### src/rtl/bbw_pkg.sv
package bbw_pkg;
  localparam int ADDR_W = 3;

  typedef enum logic [ADDR_W-1:0] {
    ADR_LOCK  = 3'd0,
    ADR_CTRL  = 3'd1,
    ADR_BARK  = 3'd2,
    ADR_BITE  = 3'd3,
    ADR_COUNT = 3'd4,
    ADR_STAT  = 3'd5,
    ADR_TEST  = 3'd6
  } regAddr_e;

  localparam int CTRL_EN_BIT    = 0;
  localparam int CTRL_PAUSE_BIT = 1;

  typedef struct packed {
    logic cntLoad;
    logic statClr;
    logic statForce;
  } dpStrobe_t;
endpackage

### src/rtl/bbw_ctrl.sv
module bbw_ctrl
  import bbw_pkg::*;
#(
  parameter int CNT_W = 32
) (
  input  logic              clk,
  input  logic              rstN,
  input  logic              regWe,
  input  logic [ADDR_W-1:0] regAddr,
  input  logic [CNT_W-1:0]  regWdata,
  input  logic [CNT_W-1:0]  cntValue,
  input  logic              statBit,
  output logic [CNT_W-1:0]  regRdata,
  output logic              lockOpen,
  output logic              cfgEnable,
  output logic              cfgPause,
  output logic [CNT_W-1:0]  barkThr,
  output logic [CNT_W-1:0]  biteThr,
  output dpStrobe_t         strobe
);
  localparam logic [CNT_W-1:0] ZERO_W = '0;

  logic wrLock, wrCtrl, wrBark, wrBite, cfgWrOk;

  always_comb begin
    wrLock  = regWe && (regAddr == ADR_LOCK);
    cfgWrOk = regWe && lockOpen;
    wrCtrl  = cfgWrOk && (regAddr == ADR_CTRL);
    wrBark  = cfgWrOk && (regAddr == ADR_BARK);
    wrBite  = cfgWrOk && (regAddr == ADR_BITE);
    strobe.cntLoad   = regWe && (regAddr == ADR_COUNT);
    strobe.statClr   = regWe && (regAddr == ADR_STAT) && regWdata[0];
    strobe.statForce = regWe && (regAddr == ADR_TEST) && regWdata[0];
  end

  // one-way lock: only a write of 0 moves it, and only toward closed
  always_ff @(posedge clk or negedge rstN) begin
    if (!rstN) begin
      lockOpen <= 1'b1;
    end else if (wrLock && !regWdata[0]) begin
      lockOpen <= 1'b0;
    end
  end

  always_ff @(posedge clk or negedge rstN) begin
    if (!rstN) begin
      cfgEnable <= 1'b0;
      cfgPause  <= 1'b0;
    end else if (wrCtrl) begin
      cfgEnable <= regWdata[CTRL_EN_BIT];
      cfgPause  <= regWdata[CTRL_PAUSE_BIT];
    end
  end

  always_ff @(posedge clk or negedge rstN) begin
    if (!rstN) begin
      barkThr <= '0;
    end else if (wrBark) begin
      barkThr <= regWdata;
    end
  end

  always_ff @(posedge clk or negedge rstN) begin
    if (!rstN) begin
      biteThr <= '0;
    end else if (wrBite) begin
      biteThr <= regWdata;
    end
  end

  always_comb begin
    regRdata = ZERO_W;
    unique case (regAddr)
      ADR_LOCK:  regRdata[0] = lockOpen;
      ADR_CTRL: begin
        regRdata[CTRL_EN_BIT]    = cfgEnable;
        regRdata[CTRL_PAUSE_BIT] = cfgPause;
      end
      ADR_BARK:  regRdata = barkThr;
      ADR_BITE:  regRdata = biteThr;
      ADR_COUNT: regRdata = cntValue;
      ADR_STAT:  regRdata[0] = statBit;
      default:   regRdata = ZERO_W;
    endcase
  end
endmodule

### src/rtl/bbw_datapath.sv
module bbw_datapath
  import bbw_pkg::*;
#(
  parameter int CNT_W = 32
) (
  input  logic             clk,
  input  logic             rstN,
  input  dpStrobe_t        strobe,
  input  logic [CNT_W-1:0] loadValue,
  input  logic             cfgEnable,
  input  logic             cfgPause,
  input  logic             sleepIn,
  input  logic [CNT_W-1:0] barkThr,
  input  logic [CNT_W-1:0] biteThr,
  output logic [CNT_W-1:0] cntValue,
  output logic             statBit,
  output logic             biteReq
);
  localparam logic [CNT_W-1:0] ONE_W = CNT_W'(1);

  logic advance, barkHit, biteHit;

  always_comb begin
    advance = cfgEnable && !(cfgPause && sleepIn);
    barkHit = cfgEnable && (cntValue >= barkThr);
    biteHit = cfgEnable && (cntValue >= biteThr);
  end

  // software load outranks the increment
  always_ff @(posedge clk or negedge rstN) begin
    if (!rstN) begin
      cntValue <= '0;
    end else if (strobe.cntLoad) begin
      cntValue <= loadValue;
    end else if (advance) begin
      cntValue <= cntValue + ONE_W;
    end
  end

  // set sources win over the clear
  always_ff @(posedge clk or negedge rstN) begin
    if (!rstN) begin
      statBit <= 1'b0;
    end else begin
      statBit <= (statBit && !strobe.statClr) || barkHit || strobe.statForce;
    end
  end

  always_ff @(posedge clk or negedge rstN) begin
    if (!rstN) begin
      biteReq <= 1'b0;
    end else begin
      biteReq <= biteHit;
    end
  end
endmodule

### src/rtl/bark_bite_wdog.sv
module bark_bite_wdog
  import bbw_pkg::*;
#(
  parameter int CNT_W = 32
) (
  input  logic              clk,
  input  logic              rstN,
  input  logic              regWe,
  input  logic [ADDR_W-1:0] regAddr,
  input  logic [CNT_W-1:0]  regWdata,
  output logic [CNT_W-1:0]  regRdata,
  input  logic              sleepIn,
  output logic              barkIrq,
  output logic              biteReq
);
  dpStrobe_t        strobe;
  logic             lockOpen, cfgEnable, cfgPause, statBit;
  logic [CNT_W-1:0] barkThr, biteThr, cntValue;

  bbw_ctrl #(.CNT_W(CNT_W)) u_ctrl (
    .clk(clk), .rstN(rstN), .regWe(regWe), .regAddr(regAddr),
    .regWdata(regWdata), .cntValue(cntValue), .statBit(statBit),
    .regRdata(regRdata), .lockOpen(lockOpen), .cfgEnable(cfgEnable),
    .cfgPause(cfgPause), .barkThr(barkThr), .biteThr(biteThr),
    .strobe(strobe)
  );

  bbw_datapath #(.CNT_W(CNT_W)) u_dp (
    .clk(clk), .rstN(rstN), .strobe(strobe), .loadValue(regWdata),
    .cfgEnable(cfgEnable), .cfgPause(cfgPause), .sleepIn(sleepIn),
    .barkThr(barkThr), .biteThr(biteThr), .cntValue(cntValue),
    .statBit(statBit), .biteReq(biteReq)
  );

  assign barkIrq = statBit;
endmodule

### config.mk
export PLATFORM = sky130hd
export DESIGN_NAME = bark_bite_wdog
export DESIGN_NICKNAME = d
export VERILOG_FILES = /design/src/rtl/bbw_pkg.sv /design/src/rtl/bbw_ctrl.sv /design/src/rtl/bbw_datapath.sv /design/src/rtl/bark_bite_wdog.sv
export SDC_FILE = /design/constraint.sdc
export NUM_CORES = 1
export LEC_CHECK = 0
export ABC_AREA = 1
export BUFFER_PORTS_ARGS = -buffer_cell sky130_fd_sc_hd__buf_2
export CELL_PAD_IN_SITES_DETAIL_PLACEMENT = 2
export CELL_PAD_IN_SITES_GLOBAL_PLACEMENT = 2
export CORE_MARGIN = 3
export CORE_UTILIZATION = 31
export DETAILED_ROUTE_END_ITERATION = 10
export PLACE_DENSITY_LB_ADDON = 0.1
export SKIP_LAST_GASP = 1
export SLEW_MARGIN = 0
export SYNTH_ARGS = -nofsm -noshare
export SYNTH_HDL_FRONTEND = slang
export SYNTH_SLANG_ARGS = --single-unit
### constraint.sdc
create_clock -name clk -period 1.5 [get_ports clk]
set_clock_uncertainty 0.15 [all_clocks]
set_input_delay 0.225 -clock clk [delete_from_list [all_inputs] [get_ports clk]]
set_output_delay 0.225 -clock clk [all_outputs]
set_load 0.05 [all_outputs]
==> results of run 1 <==
==> cell families after synthesis <==
kind of cell / count (synthesis) / share of synthesized area, %
fa+ha+maj: 65 / 11.6
xor+xnor: 24 / 2.99
buf+inv: 199 / 10.8
compound gates: 177 / 15.7
simple gates: 384 / 23.0
flops: 101 / 35.9
==> synth_stat cells (all sizes together) <==
library cell  instances
o221ai               40
nor3                 20
nand2               274
nand3                23
o211ai                3
nor2                 56
buf                  10
o21a                  3
nor4                  1
a32oi                 1
a221oi                1
clkbuf               19
a22oi                 1
inv                 170
o21bai                3
dfstp                 1
a21oi                29
o21ai                79
nand4                 9
o22ai                11
a21o                  4
xnor2                 1
xor2                 23
ha                   65
dfrtp               100
a31o                  1
a41oi                 1
and2                  1
==> stage by stage <==
stage               util [%]  area (um2)  TNS (ns)  setup WS (ns)  cells
CTS                     51.0       11300    -17.29         -0.378   1512
detailed placement      43.4        9590    -23.05         -0.454   1449
floorplan                  -        7580     -5.25         -0.469    950
global placement        43.4        9590    -19.52         -0.404   1449
==> repair_timing <==
| item | 4_1_cts |
|---|---|
| hold endpoints to repair | 115 |
| gates resized for setup | 258 |
| endpoints found under the setup margin | 70 |
| pin swaps | 47 |
| hold buffers | 9 |
| setup buffers | 34 |
| gates cloned | 5 |
==> key figures, run 1 <==
Logic synthesis
  – Post-synthesis sequential area ratio: 35.9%
  – Largest cells by area after synthesis: dfrtp_1 36%, nand2_1 14%, ha_1 12%
  – Unique masters post-synth: 39
  – Synth top area share: 35.5%
  – Yosys reg bits: 101
  – Syn Std Cell Area: 7040 um2
  – Syn. warnings: 0
  – Syn Nets: 1054
  – Synthesized instance count: 950
  – Syn avg cell area: 7.41 um2
  – Largest area contributor in the netlist: dfrtp_1

STA
  – Grt repair worst endpoint: u_dp.statBit$_DFF_PN0_/D
  – Worst EP Category: sequential cell input

Floorplanning
  – Boundary Pins: 73
  – Rows: 54
  – Starting Density: 31.9%
  – Die height: 157 um
  – Die X: 157 um

GRT
  – Largest net degree at the start of global routing: 51
  – Initial antenna violation count: 1

Placement
  – Post-DP HPWL: 21900 um
  – I/O Buffers: 72
  – GPL Wtd Cong: 0.832

Run status
  – Status: did not finish
  – Stop stage: 5_1_grt
  – Error msg: [ERROR DPL-0033] detailed placement checks failed during check placement.

Clocking
  – Root Driver: clkbuf_16
  – Clock buffer depth: 2
  – Total CTS buffers: 9
  – Clock H-tree levels: 3
  – Sink Count: 101
==> inputs of run 2 (changes only) <==
CELL_PAD_IN_SITES_DETAIL_PLACEMENT = not set   (was 2)
CELL_PAD_IN_SITES_GLOBAL_PLACEMENT = not set   (was 2)
CORE_UTILIZATION = 40   (was 31)
PLACE_DENSITY_LB_ADDON = 0.15   (was 0.1)
clock period = 2 ns   (was 1.5 ns; I/O delays follow)
==> run 2 against run 1 <==
Compared with the run above:
- the run now ends clean
- synthesized cell count stayed put
- synthesized area stayed put
==> key figures, run 2 <==
Placement
  – Post-DP HPWL: 15500 um (was 21900 um)
  – Post-Place Cell Area: 7900 um2 (was 9590 um2)
  – GPL Wtd Cong: 0.893 (was 0.832)
  – I/O Buffers: 72 (unchanged)

Logic synthesis
  – Most common cell in the netlist: nand2_1 (unchanged)
  – Syn avg cell area: 7.41 um2 (unchanged)
  – Synthesized instance count: 950 (unchanged)
  – Yosys reg bits: 101 (unchanged)
  – Syn. warnings: 0 (unchanged)
  – Ys async rst share: 100% (unchanged)
  – Synth top area share: 35.5% (unchanged)
  – Commonest cells post-synth: 268 x nand2_1, 164 x inv_1, 100 x dfrtp_1 (unchanged)
  – Largest cells by area after synthesis: dfrtp_1 36%, nand2_1 14%, ha_1 12% (unchanged)
  – Syn Std Cell Area: 7040 um2 (unchanged)
  – Main synth FF type: dfrtp_1 (unchanged)
  – Post-synthesis sequential area ratio: 35.9% (unchanged)
  – Unique masters post-synth: 39 (unchanged)
  – EDFF count, synth: 0 (unchanged)
  – Largest area contributor in the netlist: dfrtp_1 (unchanged)
  – Syn Nets: 1054 (unchanged)

Run status
  – Status: complete, no violations (was did not finish)

STA
  – Period utilization: 98.0%
  – Unrepaired setup endpoints after global routing: yes
  – Slew @ Worst Pin: 0.384 ns
  – Final setup viols: 0
  – Max-slew headroom: 74.2%
  – Fin. Hold Viols: 0
  – Max Freq: 510 MHz
  – Max-slew violations: 0
  – Min Tclk post-route: 1.96 ns

GRT
  – Largest net degree at the start of global routing: 65
  – First-pass GRT wire length: 33100 um
  – Initial antenna violation count: 0
  – GRT Residual Overflow: 0
  – Number of global-route vias before repair: 6196
  – GRT Resource Usage Total: 21.1%

Flow run
  – Max cap viols: 0

Floorplanning
  – Core ar.: 16900 um2
  – Die Area: 19200 um2
  – Rows: 47 (was 54)
  – Die height: 139 um (was 157 um)
  – Die X: 139 um (was 157 um)
  – Boundary Pins: 73 (unchanged)
  – Starting Density: 41.7% (was 31.9%)

Final layout
  – Biggest regs: u_ctrl.barkThr (32), u_ctrl.biteThr (32), u_dp.cntValue (32)
  – Footprint of the multi-input gates: 3800 um2
  – Fin nets: 1147
  – Commonest cells after routing, fill and taps aside: 266 x nand2_1, 162 x inv_1, 94 x dfrtp_1
  – # diodes: 0
  – Fillcell total: 1708
  – Finished Cell Area: 8380 um2
  – Most common cell after layout, fill and taps aside: nand2_1
  – FF/Latch Area: 2540 um2
  – Layout cells sized above 1: 16.7%
  – Layout overhead on the synthesized area: 19.1%

Drt
  – Met2 wire length: 9120 um
  – Met3 wire len: 836 um
  – TritonRoute pass-1 iters: 5
  – Residual DRC count: 0
  – Vias per cell: 5.07
  – Final WL: 19900 um
  – Wire per inst: 15.7 um
  – Top layer in use: met4
  – Post-route ant nets: 0
  – Met1 Routed Length: 9660 um
  – Via count: 6424
  – First DRT Iteration DRCs: 456

Clocking
  – Clock H-tree levels: 3 (unchanged)
  – Sink Count: 101 (unchanged)
  – Clock buffer depth: 2 (unchanged)
  – Root Driver: clkbuf_16 (unchanged)
  – Clk_lat worst skew: 0.36 ns
  – Clock Pin Slew Worst Setup and Hold Paths: 0.07 ns
  – Total CTS buffers: 9 (unchanged)
  – CTS tree: built

Min path
  – Worst hold path type: input pin to register

Power
  – PwrDens: 1260 nW/um2
  – Sw frac: 44.6%
  – Share of power burned in registers: 33.1%
  – Clock power share: 18.5%
  – Total power: 10.6 mW
  – P_int: 5.85 mW
  – Psw: 4.71 mW
  – Logic pwr share: 48.3%
  – LEAKAGE: 4.28 nW
  – Maximum vdd drop: 0.525 mV

Setup path
  – CP Launch Type: register
  – WS Path Type: register to output port
  – CP Max Fanout: 4
  – Crit path DAT: 1.51 ns
  – Worst setup EP type: output port
  – Required @ worst endpoint: 1.55 ns
[run 2: critical path, cell delays in order, from the launching register on]
cell	delay [ns]
dfrtp_2	0.41
inv_2	0.09
o21ai_1	0.07
a221oi_1	0.25
nand3_1	0.15
buf_6	0.18
[run 2: path summary, 6_finish.rpt]
kind / from / endpoint / slack (ns) / depth (start not counted)
max in group asynchronous: rstN / u_ctrl.lockOpen / 0.88 / 3
setup / recovery: u_dp.cntValue[0] / regRdata[0] / 0.04 / 5
setup reg to reg: u_dp.cntValue[13] / u_dp.biteReq / 0.08 / 12
min in group asynchronous: rstN / u_ctrl.barkThr[9] / 0.20 / 2
hold reg to reg: u_ctrl.lockOpen / u_ctrl.lockOpen / 0.30 / 2
hold / removal: regWdata[25] / u_dp.cntValue[25] / 0.04 / 3
[run 2: what timing repair did]
action	CTS	global route
hold endpoints to repair	33	0
buffers inserted	1	4
gates resized for setup	6	39
pin swaps	1	2
setup endpoints to repair	3	34
hold buffers	1	0
cloned	0	0
[run 2: area by class of cell]
type	count	area share, %
inverters	170	7.61
multi-input cells	650	45.4
clock buffers	10	2.85
repair buffers	111	9.60
flip-flops and latches	101	30.3
well taps	220	3.28
clock inverters	6	1.03
[run 2: power by group through the flow]
stage / registers [mW] / clock network, mW / logic [mW]
after CTS: 3.49 / 2.00 / 4.99
after detailed placement: 3.53 / 0 / 4.92
after global routing: 3.61 / 2.08 / 5.89
after global placement: 3.52 / 0 / 4.86
after floorplan: 3.42 / 0 / 3.51
final: 3.50 / 1.96 / 5.10
[run 2: logic make-up (layout without fill, tap and decap cells)]
kind of cell | count (synthesis) | in the layout | synth area share, %
AND/OR/NAND/NOR | 384 | 384 | 23.0
adder cells (fa/ha/maj) | 65 | 65 | 11.6
XOR/XNOR | 24 | 24 | 2.99
buffers and inverters | 199 | 297 | 10.8
AO/OA/AOI/OAI | 177 | 177 | 15.7
flip-flops | 101 | 101 | 35.9
[run 2: layer usage]
| layer | track usage (%) | vias up |
|---|---|---|
| li1 | - | 3280 |
| met4 | 5.61 | 0 |
| met3 | 2.45 | 16 |
| met5 | 0 | - |
| met1 | 30.5 | 2996 |
| met2 | 33.9 | 132 |
[run 2: per-stage QoR]
| step | util, % | cells | setup WS (ns) | hold WS [ns] | TNS (ns) |
|---|---|---|---|---|---|
| final | 49.7 | 1268 | 0.0404 | 0.0402 | 0 |
| after global routing | 49.7 | 1268 | -0.0184 | 0.0424 | -0.0515 |
| after CTS | 48.9 | 1264 | 0.0202 | 0.0346 | 0 |
| after detailed placement | 46.8 | 1246 | 0.0316 | 0.0468 | 0 |
| after global placement | 46.8 | 1246 | 0.00210 | 0.0443 | 0 |
| after floorplan | - | 950 | -0.167 | -0.146 | -4.48 |
No activity file was read; power rests on OpenSTA's default activity.
